--- src/rtl/lw_sram_pkg.sv ---
package lw_sram_pkg;

    // Operation held in the input register stage
    typedef enum logic [1:0] {
        OP_DEAD  = 2'd0,
        OP_READ  = 2'd1,
        OP_WRITE = 2'd2
    } op_e;

    // Power / command-acceptance state
    typedef enum logic [1:0] {
        ST_RUN   = 2'd0,
        ST_SLEEP = 2'd1,
        ST_WAKE  = 2'd2
    } pwr_e;

endpackage

--- src/rtl/lw_sram_ctrl.sv ---
module lw_sram_ctrl
    import lw_sram_pkg::*;
#(
    parameter int AW = 4
) (
    input  logic          clk,
    input  logic          rst_n,
    input  logic          cs_i,
    input  logic          we_i,
    input  logic [AW-1:0] addr_i,
    input  logic          sleep_i,
    output op_e           op_o,
    output logic [AW-1:0] addr_o
);

    pwr_e          state_q, state_d;
    op_e           op_q, op_d;
    logic [AW-1:0] addr_q;
    logic          accept;

    // Power state register
    always_ff @(posedge clk or negedge rst_n) begin
        if (!rst_n) state_q <= ST_RUN;
        else        state_q <= state_d;
    end

    // Power state transitions
    always_comb begin
        state_d = state_q;
        unique case (state_q)
            ST_RUN:   if (sleep_i)  state_d = ST_SLEEP;
            ST_SLEEP: if (!sleep_i) state_d = ST_WAKE;
            ST_WAKE:  state_d = sleep_i ? ST_SLEEP : ST_RUN;
            default:  state_d = ST_RUN;
        endcase
    end

    assign accept = (state_q == ST_RUN) && !sleep_i;

    // Command decode
    always_comb begin
        op_d = OP_DEAD;
        if (accept && cs_i) op_d = we_i ? OP_WRITE : OP_READ;
    end

    // Input register stage
    always_ff @(posedge clk or negedge rst_n) begin
        if (!rst_n) begin
            op_q   <= OP_DEAD;
            addr_q <= '0;
        end else begin
            op_q <= op_d;
            if (accept && cs_i) addr_q <= addr_i;
        end
    end

    assign op_o   = op_q;
    assign addr_o = addr_q;

    AST_SLEEP_DROPS_CMD: assert property (@(posedge clk) disable iff (!rst_n)
        sleep_i |=> (op_q == OP_DEAD));

    AST_WAKE_IS_DEAD: assert property (@(posedge clk) disable iff (!rst_n)
        (state_q == ST_WAKE) |-> (op_q == OP_DEAD));

    AST_WRITE_FROM_CMD: assert property (@(posedge clk) disable iff (!rst_n)
        (op_q == OP_WRITE) |-> $past(cs_i && we_i && !sleep_i));

endmodule

--- src/rtl/lw_sram_array.sv ---
module lw_sram_array #(
    parameter int DEPTH  = 16,
    parameter int LANES  = 2,
    parameter int LANE_W = 9,
    localparam int AW    = $clog2(DEPTH),
    localparam int W     = LANES * LANE_W
) (
    input  logic             clk,
    input  logic             wr_en_i,
    input  logic [LANES-1:0] lane_en_i,
    input  logic [AW-1:0]    addr_i,
    input  logic [W-1:0]     wdata_i,
    output logic [W-1:0]     rdata_o
);

    // One storage bank per byte lane
    for (genvar g = 0; g < LANES; g++) begin : g_lane
        logic [LANE_W-1:0] bank [DEPTH];

        always_ff @(posedge clk) begin
            if (wr_en_i && lane_en_i[g])
                bank[addr_i] <= wdata_i[g*LANE_W +: LANE_W];
        end

        assign rdata_o[g*LANE_W +: LANE_W] = bank[addr_i];
    end

endmodule

--- src/rtl/lw_sram_outreg.sv ---
module lw_sram_outreg #(
    parameter int W = 18
) (
    input  logic         clk,
    input  logic         rst_n,
    input  logic         rd_fire_i,
    input  logic         sleep_i,
    input  logic         oe_i,
    input  logic         wr_phase_i,
    input  logic [W-1:0] din_i,
    output logic [W-1:0] dout_o,
    output logic         dvalid_o
);

    logic [W-1:0] dout_q;
    logic         dv_q;

    always_ff @(posedge clk or negedge rst_n) begin
        if (!rst_n) begin
            dout_q <= '0;
            dv_q   <= 1'b0;
        end else begin
            dv_q <= rd_fire_i && !sleep_i;
            if (rd_fire_i && !sleep_i) dout_q <= din_i;
        end
    end

    // Asynchronous driver gate
    assign dvalid_o = dv_q && oe_i && !sleep_i && !wr_phase_i;
    assign dout_o   = dvalid_o ? dout_q : '0;

endmodule

--- src/rtl/lw_sram.sv ---
module lw_sram
    import lw_sram_pkg::*;
#(
    parameter int DEPTH  = 16,
    parameter int LANE_W = 9,
    parameter int LANES  = 2,
    localparam int AW    = $clog2(DEPTH),
    localparam int W     = LANE_W * LANES
) (
    input  logic             clk,
    input  logic             rst_n,
    input  logic             cs_i,
    input  logic             we_i,
    input  logic [AW-1:0]    addr_i,
    input  logic [LANES-1:0] bw_i,
    input  logic [W-1:0]     wdata_i,
    input  logic             oe_i,
    input  logic             sleep_i,
    output logic [W-1:0]     rdata_o,
    output logic             rvalid_o
);

    op_e           op;
    logic [AW-1:0] op_addr;
    logic [W-1:0]  arr_rdata;
    logic          commit;

    lw_sram_ctrl #(.AW(AW)) u_ctrl (
        .clk     (clk),
        .rst_n   (rst_n),
        .cs_i    (cs_i),
        .we_i    (we_i),
        .addr_i  (addr_i),
        .sleep_i (sleep_i),
        .op_o    (op),
        .addr_o  (op_addr)
    );

    assign commit = (op == OP_WRITE) && !sleep_i;

    lw_sram_array #(.DEPTH(DEPTH), .LANES(LANES), .LANE_W(LANE_W)) u_array (
        .clk       (clk),
        .wr_en_i   (commit),
        .lane_en_i (bw_i),
        .addr_i    (op_addr),
        .wdata_i   (wdata_i),
        .rdata_o   (arr_rdata)
    );

    lw_sram_outreg #(.W(W)) u_out (
        .clk        (clk),
        .rst_n      (rst_n),
        .rd_fire_i  (op == OP_READ),
        .sleep_i    (sleep_i),
        .oe_i       (oe_i),
        .wr_phase_i (op == OP_WRITE),
        .din_i      (arr_rdata),
        .dout_o     (rdata_o),
        .dvalid_o   (rvalid_o)
    );

    AST_READ_LATENCY: assert property (@(posedge clk) disable iff (!rst_n)
        rvalid_o |-> $past(op == OP_READ));

    AST_WRITE_HIDES_PORT: assert property (@(posedge clk) disable iff (!rst_n)
        (op == OP_WRITE) |-> !rvalid_o);

    AST_IDLE_ZERO: assert property (@(posedge clk) disable iff (!rst_n)
        !rvalid_o |-> (rdata_o == '0));

endmodule

--- config.mk ---
export PLATFORM = sky130hd
export DESIGN_NAME = lw_sram
export DESIGN_NICKNAME = d
export VERILOG_FILES = /design/src/rtl/lw_sram_pkg.sv /design/src/rtl/lw_sram_ctrl.sv /design/src/rtl/lw_sram_array.sv /design/src/rtl/lw_sram_outreg.sv /design/src/rtl/lw_sram.sv
export SDC_FILE = /design/constraint.sdc
export NUM_CORES = 1
export LEC_CHECK = 0
export BUFFER_PORTS_ARGS = -buffer_cell sky130_fd_sc_hd__buf_2
export CAP_MARGIN = 20
export CORE_UTILIZATION = 25
export DETAILED_ROUTE_END_ITERATION = 10
export SYNTH_ARGS = -nofsm -noshare
export SYNTH_HDL_FRONTEND = slang
export SYNTH_HIERARCHICAL = 1
export SYNTH_SLANG_ARGS = --single-unit
--- constraint.sdc ---
create_clock -name clk -period 3.4 [get_ports clk]
set_input_delay 0.51 -clock clk [delete_from_list [all_inputs] [get_ports clk]]
set_output_delay 0.51 -clock clk [all_outputs]
set_load 0.1 [all_outputs]
-- Word level (Yosys, flattened, before mapping)
Memory sizes are Yosys's and may differ from the RTL's. A register that Yosys moved wholly into a read port is not among the register bits.
Cells that the tools add are included.
- bits of input ports: 30
- memory bits (writable): 288
- output and inout bits: 19
- memory bits (read-only): 0
- memories kept: 2
- latch bits: 0
- bits in registers: 9
- word-level logic and storage cells: 38
- bitwise logic cells: 0
- multiply operators: 0
- multiplexer cells: 11
- $lt $le $gt $ge: 0
- divide/modulo/power cells: 0
- shift operators: 0
- reductions and logical operators: 15
- equality and inequality tests: 6
- $add $sub $neg: 0
- memories (name ; words ; width ; rd ports ; clocked after Yosys merged registers in ; wr ports ; line ; source):
    u_array.g_lane[0].bank ; 16 ; 9 ; 1 ; 1 ; 1 ; lw_sram_array.sv:18 ; logic [LANE_W-1:0] bank [DEPTH];
    u_array.g_lane[1].bank ; 16 ; 9 ; 1 ; 1 ; 1 ; lw_sram_array.sv:18 ;
- operators with widths (kind ; count):
    $mux W18 ; 1
    $logic_and A1 B1 Y1 ; 9
    $mux W2 ; 4
    $pmux W2 S3 ; 1
    $mux W1 ; 5
    $eq A2 B1 Y1 const B ; 2
    $eq A2 B2 Y1 const B ; 2
    $logic_not A1 Y1 ; 4
    $ne A2 B2 Y1 const B ; 2
    $logic_not A2 Y1 ; 1
    $reduce_and A2 Y1 ; 1

-- Depth between registers and ports, before layout
Gate-level depths: netlist of the first run.
- word-level depth: 5
- gate-level depth with buffers: 7
- mapped depth without buffers: 4

-- Hierarchy
The synthesis of the first run kept the hierarchy.
- by module, submodules not included (module ; instances ; cells an instance ; seq. area each (um^2) ; area an instance (um^2)):
    lw_sram_array ; 1 ; 494 ; 8648.3 ; 11034.3
    lw_sram_outreg ; 1 ; 60 ; 475.5 ; 882.1
    lw_sram_ctrl ; 1 ; 17 ; 200.2 ; 296.5
    lw_sram ; 1 ; 3 ; 0.0 ; 27.5

-- Least setup slack after synthesis of the first run
Ideal clock, no wire load.
- path type: in2out
- from: input sleep_i
- to: output rdata_o[10]
- required time: 2.890 ns
- slack: 0.897 ns
- buffers on the path: 1
- data arrival time: 1.993 ns
- stages: 3
- cells stage by stage: and4bb_2 -> buf_4 -> and2_1
- longest elaborated chain between the ends: 4
- ends and longest elaborated chain (item ; line ; source):
    start, declared ; lw_sram.sv:18 ; input logic sleep_i,
    $logic_not A1 Y1 ; lw_sram_outreg.sv:29 ; assign dvalid_o = dv_q && oe_i && !sleep_i && !wr_phase_i;
    $logic_and A1 B1 Y1 (2 in a row) ; lw_sram_outreg.sv:29 ;
    net rvalid_o ; lw_sram.sv:20 ; output logic rvalid_o
    $mux W18 ; lw_sram_outreg.sv:30 ; assign dout_o = dvalid_o ? dout_q : '0;
    end, declared ; lw_sram.sv:19 ; output logic [W-1:0] rdata_o,
The timed path passes the listed nets, and every way through them passes these cells.

-- Worst setup path after layout of the first run
- from: register u_ctrl.op_q[1] (netlist: u_ctrl/op_o[1])
- to: output rdata_o[3]
- longest elaborated chain between the ends: 4
- ends and longest elaborated chain (item ; line ; source):
    start, declared ; lw_sram_ctrl.sv:17 ; op_e op_q, op_d;
    start signal, assigned ; lw_sram_ctrl.sv:52 ; op_q <= op_d;
    $eq A2 B2 Y1 ; lw_sram.sv:56 ; .wr_phase_i (op == OP_WRITE),
    $logic_not A1 Y1 ; lw_sram_outreg.sv:29 ;
    $logic_and A1 B1 Y1 ; lw_sram_outreg.sv:29 ;
    $mux W18 ; lw_sram_outreg.sv:30 ;
Every way passes these cells.

==> metrics.txt, run 1 <==
CTS H-tree lvls 1; start-to-end type of the worst setup path register to primary output; CTS tree yes; Placeable Area 48050 um^2; Finish-stage setup viols 0; DIE HEIGHT 223.3 um; total via count in the routed design 5760; cell at the root of the clock tree clkbuf_16; setup repair after global routing missed its margin no; leading cell type in the layout, fill and taps excluded edfxtp_1; startpoint class of the critical path register; final total negative setup slack 0 ns; Worst Path Required slightly below 3 ns; all-layer global routing usage 0.1034; number of clock buffers inserted by TritonCTS 30; final estimated routing congestion in global placement ~0.74; largest net degree at the start of global routing between 50 and 60; cell area after synthesis 12240 um^2; Crit path arrival time ~2.2 ns; clock tree skew after final layout ~0.015 ns; Mean Syn Cell Area roughly 21 um^2; number of violations reported at the end of detailed-routing iteration 0 463; antenna violations before repair 7; classification of the worst-slack hold path input pin to register; number of nets produced by synthesis roughly 600; Final Hold Viols 0; critical path depth 4; x dimension of the die 223.3 um; Max clock buf depth 3; Crit path largest cell delay 0.53 ns; number of setup buffers added after CTS 0; most used cells in the layout excluding fill and tap cells edfxtp_1 (288), mux4_2 (67), buf_2 (48); Final Util 0.2994; number of global-route vias before repair around 6000; Period Utilization, post-route 0.8056; ordered cell list for the critical path nor2b_1 > and4bb_2 > and2_1 > buf_2; filler-free cell count of the finished design 1301; post-placement cell count approximately 1200; sequential fraction of the synthesis area 0.7617; max_slew headroom 0.4127; Buffers & Inverters on Critical Path 1; cell count of the worst hold path 2; global-route wire length before repair 38.43 mm; Max Fclk 0.3651 GHz; power density relative to cell area 630.0 nW/um^2; insertion delay of the later-clocked pin in the worst-skew pair 0.55 ns; number of clock sinks about 320; Cell Rows 80; post-layout net count 692; synth-to-layout area growth 17.52%; Slowest-stage cell, CP and4bb_2; area of the die 49850 um^2; post-CTS clock slew at the launch and capture registers of the worst setup and hold paths 0.06 ns; buffers added on ports 48; Ant. Diodes 0; starting density of the core 0.2548; CP delay by family, top simple AND/OR/NAND/NOR gates; number of register bits inferred by synthesis 315; Synthesis Warnings 6; kind of end point of the critical path primary output; largest cells by area after synthesis edfxtp_1 (71%), mux4_2 (12%), dfrtp_1 (5.5%); largest area contributor in the synthesized netlist edfxtp_1; residual antenna-violating net count after detailed routing 0; router iterations before antenna repair 5; DRC violation count after routing 0; status completed; fraction of final layout cells with drive strength greater than 1 0.3382; final slew viol count 0; maximum fanout along the worst path 19; Lkg Pwr 4.747 nW; wirelength, routed 25.56 mm; max-cap violation count 0; average wire per standard cell 19.65 um; post-synth cell types 27; proportion of netlist area held by the largest area contributor 0.7065; residual overflow from global routing 0; depth of the most critical reg-to-reg path 5; Boundary Pins 49; peak supply drop 0.3789 mV; final critical delay including setup and external delays 2.739 ns; instance count of the mapped netlist 574; detail-routed via count per cell 4.427; Overall Power 0.009062 W; Detail Placement HPWL 16.26 mm; transition time at the pin with the least slew margin 0.8776 ns
## kinds of logic (layout without fill, tap and decap cells)
logic type / count (synthesis) / in the layout / synth area share
flops: 315 / 315 / 0.7617
simple gates: 96 / 96 / 0.04038
mux: 94 / 94 / 0.1570
compound gates: 37 / 37 / 0.02269
buf+inv: 32 / 144 / 0.01819
## worst reg2reg max path, stage by stage (launching register included)
cell and delay, ns:
dfrtp_4 0.91, buf_4 0.40, mux4_2 0.55, a22oi_1 0.26, nand2_1 0.13, mux2_4 0.27
## path summary, 6_finish.rpt
kind / from / end / slack [ns]
setup / recovery: u_ctrl/op_o[1]$_DFF_PN0_ / rdata_o[3] / 0.66
hold / removal: we_i / u_ctrl/op_o[0]$_DFF_PN0_ / 0.12
setup reg to reg: u_ctrl/addr_o[0]$_DFFE_PN0P_ / u_out/dout_q[2]$_DFFE_PN0P_ / 0.77
hold reg to reg: u_out/dout_q[11]$_DFFE_PN0P_ / u_out/dout_q[11]$_DFFE_PN0P_ / 0.50
max in group asynchronous: rst_n / u_ctrl/addr_o[1]$_DFFE_PN0P_ / 2.34
min in group asynchronous: rst_n / u_out/dout_q[12]$_DFFE_PN0P_ / 0.54
## through the flow
step | setup slack, ns | hold slack, ns | cell area, um^2
floorplan | 0.8965 | 0.2144 | 12240
global placement | 0.7096 | 0.4845 | 13330
detailed placement | 0.7042 | 0.4943 | 13330
CTS | 0.5805 | 0.08303 | 14390
global route | 0.5027 | 0.1036 | 14390
finish | 0.6608 | 0.1193 | 14390
## synthesized netlist by cell type
| cell | number |
|---|---|
| edfxtp_1 | 288 |
| mux4_2 | 67 |
| a22oi_1 | 36 |
| nor2_1 | 34 |
| dfrtp_1 | 27 |
| and2_1 | 20 |
| nand2_1 | 19 |
| mux2_2 | 13 |
| clkbuf_1 | 12 |
| buf_2 | 9 |
| mux2_4 | 9 |
| nor2b_1 | 7 |
| nand3_1 | 6 |
| mux4_1 | 5 |
| buf_12 | 4 |
| buf_1 | 3 |
| buf_6 | 3 |
| nand2b_1 | 2 |
| nand4_1 | 2 |
| a21boi_0 | 1 |
| and2b_2 | 1 |
| and4bb_2 | 1 |
| buf_4 | 1 |
| nor3b_1 | 1 |
| nor3b_2 | 1 |
| nor4b_4 | 1 |
| or2_2 | 1 |
## per-layer routing
| metal | part of all wire | up-vias | track usage | wire (um) |
|---|---|---|---|---|
| li1 | - | 2534 | - | - |
| met1 | 0.45 | 3025 | 0.1450 | 11550 |
| met2 | 0.47 | 147 | 0.1641 | 11970 |
| met3 | 0.059 | 42 | 0.02094 | 1514 |
| met4 | 0.017 | 12 | 0.02563 | 442 |
| met5 | 0.0031 | - | 0 | 78 |
## registers in the layout (all words and copies together), names as in the netlist
name / count
u_out/dout_q: 18
u_ctrl/op_o: 2
u_ctrl/addr_o: 4
u_array/g_lane.bank: 288
u_out/dv_q: 1
u_ctrl/state_q: 2
## area by class of cell
| type | count | area [um^2] |
|---|---|---|
| flip-flops and latches | 315 | 9331 |
| clock inverters | 20 | 241.5 |
| well taps | 615 | 769.5 |
| repair buffers | 88 | 543.0 |
| fillers | 4642 | 33660 |
| clock buffers | 36 | 803.3 |
| multi-input cells | 227 | 2696 |
## power breakdown
group	switching (W)	internal (W)
clock network	0.00139	0.00206
logic	0.000520	0.000568
registers	0.000181	0.00434
## timing repair
action | in CTS | in global routing
gates resized for setup | 0 | 0
hold buffers | 1 | 0
hold endpoints to repair | 12 | 0
Power figures use the tool's default switching activity.
==> inputs of run 2 (changes only) <==
Settings changed: ABC_AREA from default to 1.
Clock period 3.4 ns to 2.6 ns, I/O delays scaled along.
==> metrics.txt, run 2 <==
Multi-input gate area 3537 um^2; number of clock buffers inserted by TritonCTS 30; Largest Register u_array/g_lane.bank; total area of sequential cells 9329 um^2; insertion delay of the later-clocked pin in the worst-skew pair 0.56 ns; Hold Crit Endpoint u_ctrl/addr_o[2]$_DFFE_PN0P_; power density relative to cell area 785.0 nW/um^2; post-synth cell types 22; average wire per standard cell 15.09 um; Crit path arrival time 2.04 ns; Worst Path Required 2.21 ns; Cell Rows 85; transition time at the pin with the least slew margin 0.7909 ns; main flop type after synthesis edfxtp_1; multiplexer area fraction after synthesis 0; clock tree skew after final layout 0.007291 ns; post-layout net count 1456; share of the synthesized netlist area taken by xor and xnor gates 0; area of the die 55450 um^2; filler-free cell count of the finished design 2145; number of enable flip-flop cells after synthesis approximately 290; classification of the worst-slack hold path input pin to register; hold path start addr_i[2]; max_slew headroom 0.4727; detail-routed via count per cell ~4.2; buffers added on ports 48; Synthesis Warnings 6; all-layer global routing usage 0.1175; destination of the worst register-to-register timing path u_array/g_lane[1].bank[3][4]$_DFFE_PP_; list of most frequent post-synthesis cells nand2_1 (841), edfxtp_1 (288), inv_1 (63); Overall Power around 0.012 W; leading cell type in the layout, fill and taps excluded nand2_1; fraction of the mapped netlist area in adder cells 0; DIE HEIGHT 235.5 um; DRC violation count after routing 0; most used cells in the layout excluding fill and tap cells nand2_1 (841), edfxtp_1 (288), inv_1 (62); number of setup buffers added after CTS 0; complex-gate fraction of the synthesized area 0.0005509; CTS H-tree lvls 1; total via count in the routed design roughly 9000; starting density of the core 0.2532; Buffers & Inverters on Critical Path 2; final critical delay including setup and external delays 2.430 ns; number of register bits inferred by synthesis 315; cell area after synthesis approximately 14000 um^2; CP Launch Point u_ctrl/op_o[1]$_DFF_PN0_; ordered cell list for the critical path nand2_2 > inv_1 > nor2_1 > nand2_2 > nor2_1 > buf_2; Reg2Reg Setup Slack 0.26 ns; post-placement cell count roughly 2100; sequential fraction of the synthesis area 0.6842; Boundary Pins slightly below 50; Crit path largest cell delay 0.44 ns; final slew viol count 0; Detail Placement HPWL 20.68 mm; Finish-stage setup viols 0; Lkg Pwr 6.629 nW; startpoint class of the critical path register; final total negative setup slack 0 ns; synth-to-layout area growth 14.96%; area share of and/or/nand/nor cells after synthesis 0.2590; status completed; max FFs per register 288; Final Hold Viols 0; post-CTS clock slew at the launch and capture registers of the worst setup and hold paths 0.06 ns; antenna violations before repair 4; largest net degree at the start of global routing 74; Final Util 0.2911; Placeable Area 53810 um^2; kind of end point of the critical path primary output; most frequent cell after synthesis nand2_1; instance count of the mapped netlist roughly 1400; cell count of the worst hold path 3; maximum fanout along the worst path 19; Mean Syn Cell Area 10.05 um^2; global-route wire length before repair 50.91 mm; residual overflow from global routing 0; number of clock sinks ~320; final estimated routing congestion in global placement roughly 0.81; Period Utilization, post-route 0.9347; depth of the most critical reg-to-reg path 4; number of nets produced by synthesis 1386; Ant. Diodes 0; x dimension of the die 235.5 um; start-to-end type of the worst setup path register to primary output; wirelength, routed 32.36 mm; number of fill cells in the layout 5618; cell at the root of the clock tree clkbuf_16; Reg-to-Reg Start u_ctrl/addr_o[0]$_DFFE_PN0P_; setup repair after global routing missed its margin yes; Slowest-stage cell, CP buf_2; fraction of final layout cells with drive strength greater than 1 0.1118; max-cap violation count 0; Max clock buf depth 3; largest area contributor in the synthesized netlist edfxtp_1; residual antenna-violating net count after detailed routing 0; Fin Hold WS 0.1048 ns; number of global-route vias before repair 9056; CTS tree yes; peak supply drop 0.5864 mV; dominant combinational cell family by area after synthesis simple AND/OR/NAND/NOR gates; Max Fclk 0.4115 GHz; router iterations before antenna repair 4; largest cells by area after synthesis edfxtp_1 (63%), nand2_1 (23%), dfrtp_1 (5.0%); CP delay by family, top simple AND/OR/NAND/NOR gates; number of violations reported at the end of detailed-routing iteration 0 roughly 600; Async SR Flop Fraction 0.08571; proportion of netlist area held by the largest area contributor 0.6346
## run 2: through the flow
step	instance area, um^2	setup slack, ns
4_1_cts	15660	0.07165
3_5_place_dp	14580	0.2910
5_1_grt	15670	-0.007109
2_1_floorplan	13630	0.08462
6_report	15670	0.1697
3_3_place_gp	14580	0.2586
## run 2: cells by family after synthesis
| logic type | Yosys count |
|---|---|
| buffers and inverters | 126 |
| AO/OA/AOI/OAI | 1 |
| flip-flops | 315 |
| AND/OR/NAND/NOR | 914 |
## run 2: layer usage
layer / global-route usage / vias to the layer above / share of wire
li1: - / 4457 / -
met1: 0.1582 / 4230 / 0.47
met2: 0.1956 / 184 / 0.46
met3: 0.02040 / 48 / 0.047
met4: 0.02852 / 8 / 0.019
met5: 0 / - / 0.0014
## run 2: report_power, final
part	leakage, nW	switching (W)	total, W	internal (W)
sequential	2.94	0.0000823	0.00573	0.00565
clock	0.496	0.00186	0.00462	0.00276
combinational	3.20	0.00144	0.00195	0.000505
total	6.63	0.00339	0.0123	0.00891
## run 2: how the worst max path moves through the flow
| stage | endpoint | slack [ns] | depth (start not counted) |
|---|---|---|---|
| after global placement | u_array/g_lane[0].bank[3][3]$_DFFE_PP_ | 0.26 | 4 |
| after detailed placement | u_array/g_lane[1].bank[3][2]$_DFFE_PP_ | 0.29 | 4 |
| after CTS | rdata_o[12] | 0.07 | 6 |
| after floorplan | rdata_o[10] | 0.08 | 6 |
| final | rdata_o[17] | 0.17 | 6 |
| after global routing | rdata_o[11] | -0.007 | 6 |
## run 2: timing repair
action,in CTS,in global routing
hold endpoints to repair,28,0
resized for setup,2,4
setup endpoints to repair,2,5
hold buffers,2,0
## run 2: area by class of cell
type	count	share of cell area
clock inverter	21	0.01669
sequential	315	0.5955
timing repair buffer	95	0.03913
tap	696	0.05559
inverter	69	0.01709
multi-input combinational	915	0.2258
clock buffer	34	0.05024
## run 2: tightest hold or removal path, delay by kind of cell
kind	cells	cell delay [ns]
and+or+nand+nor	2	0.17
buffers and inverters	1	0.08
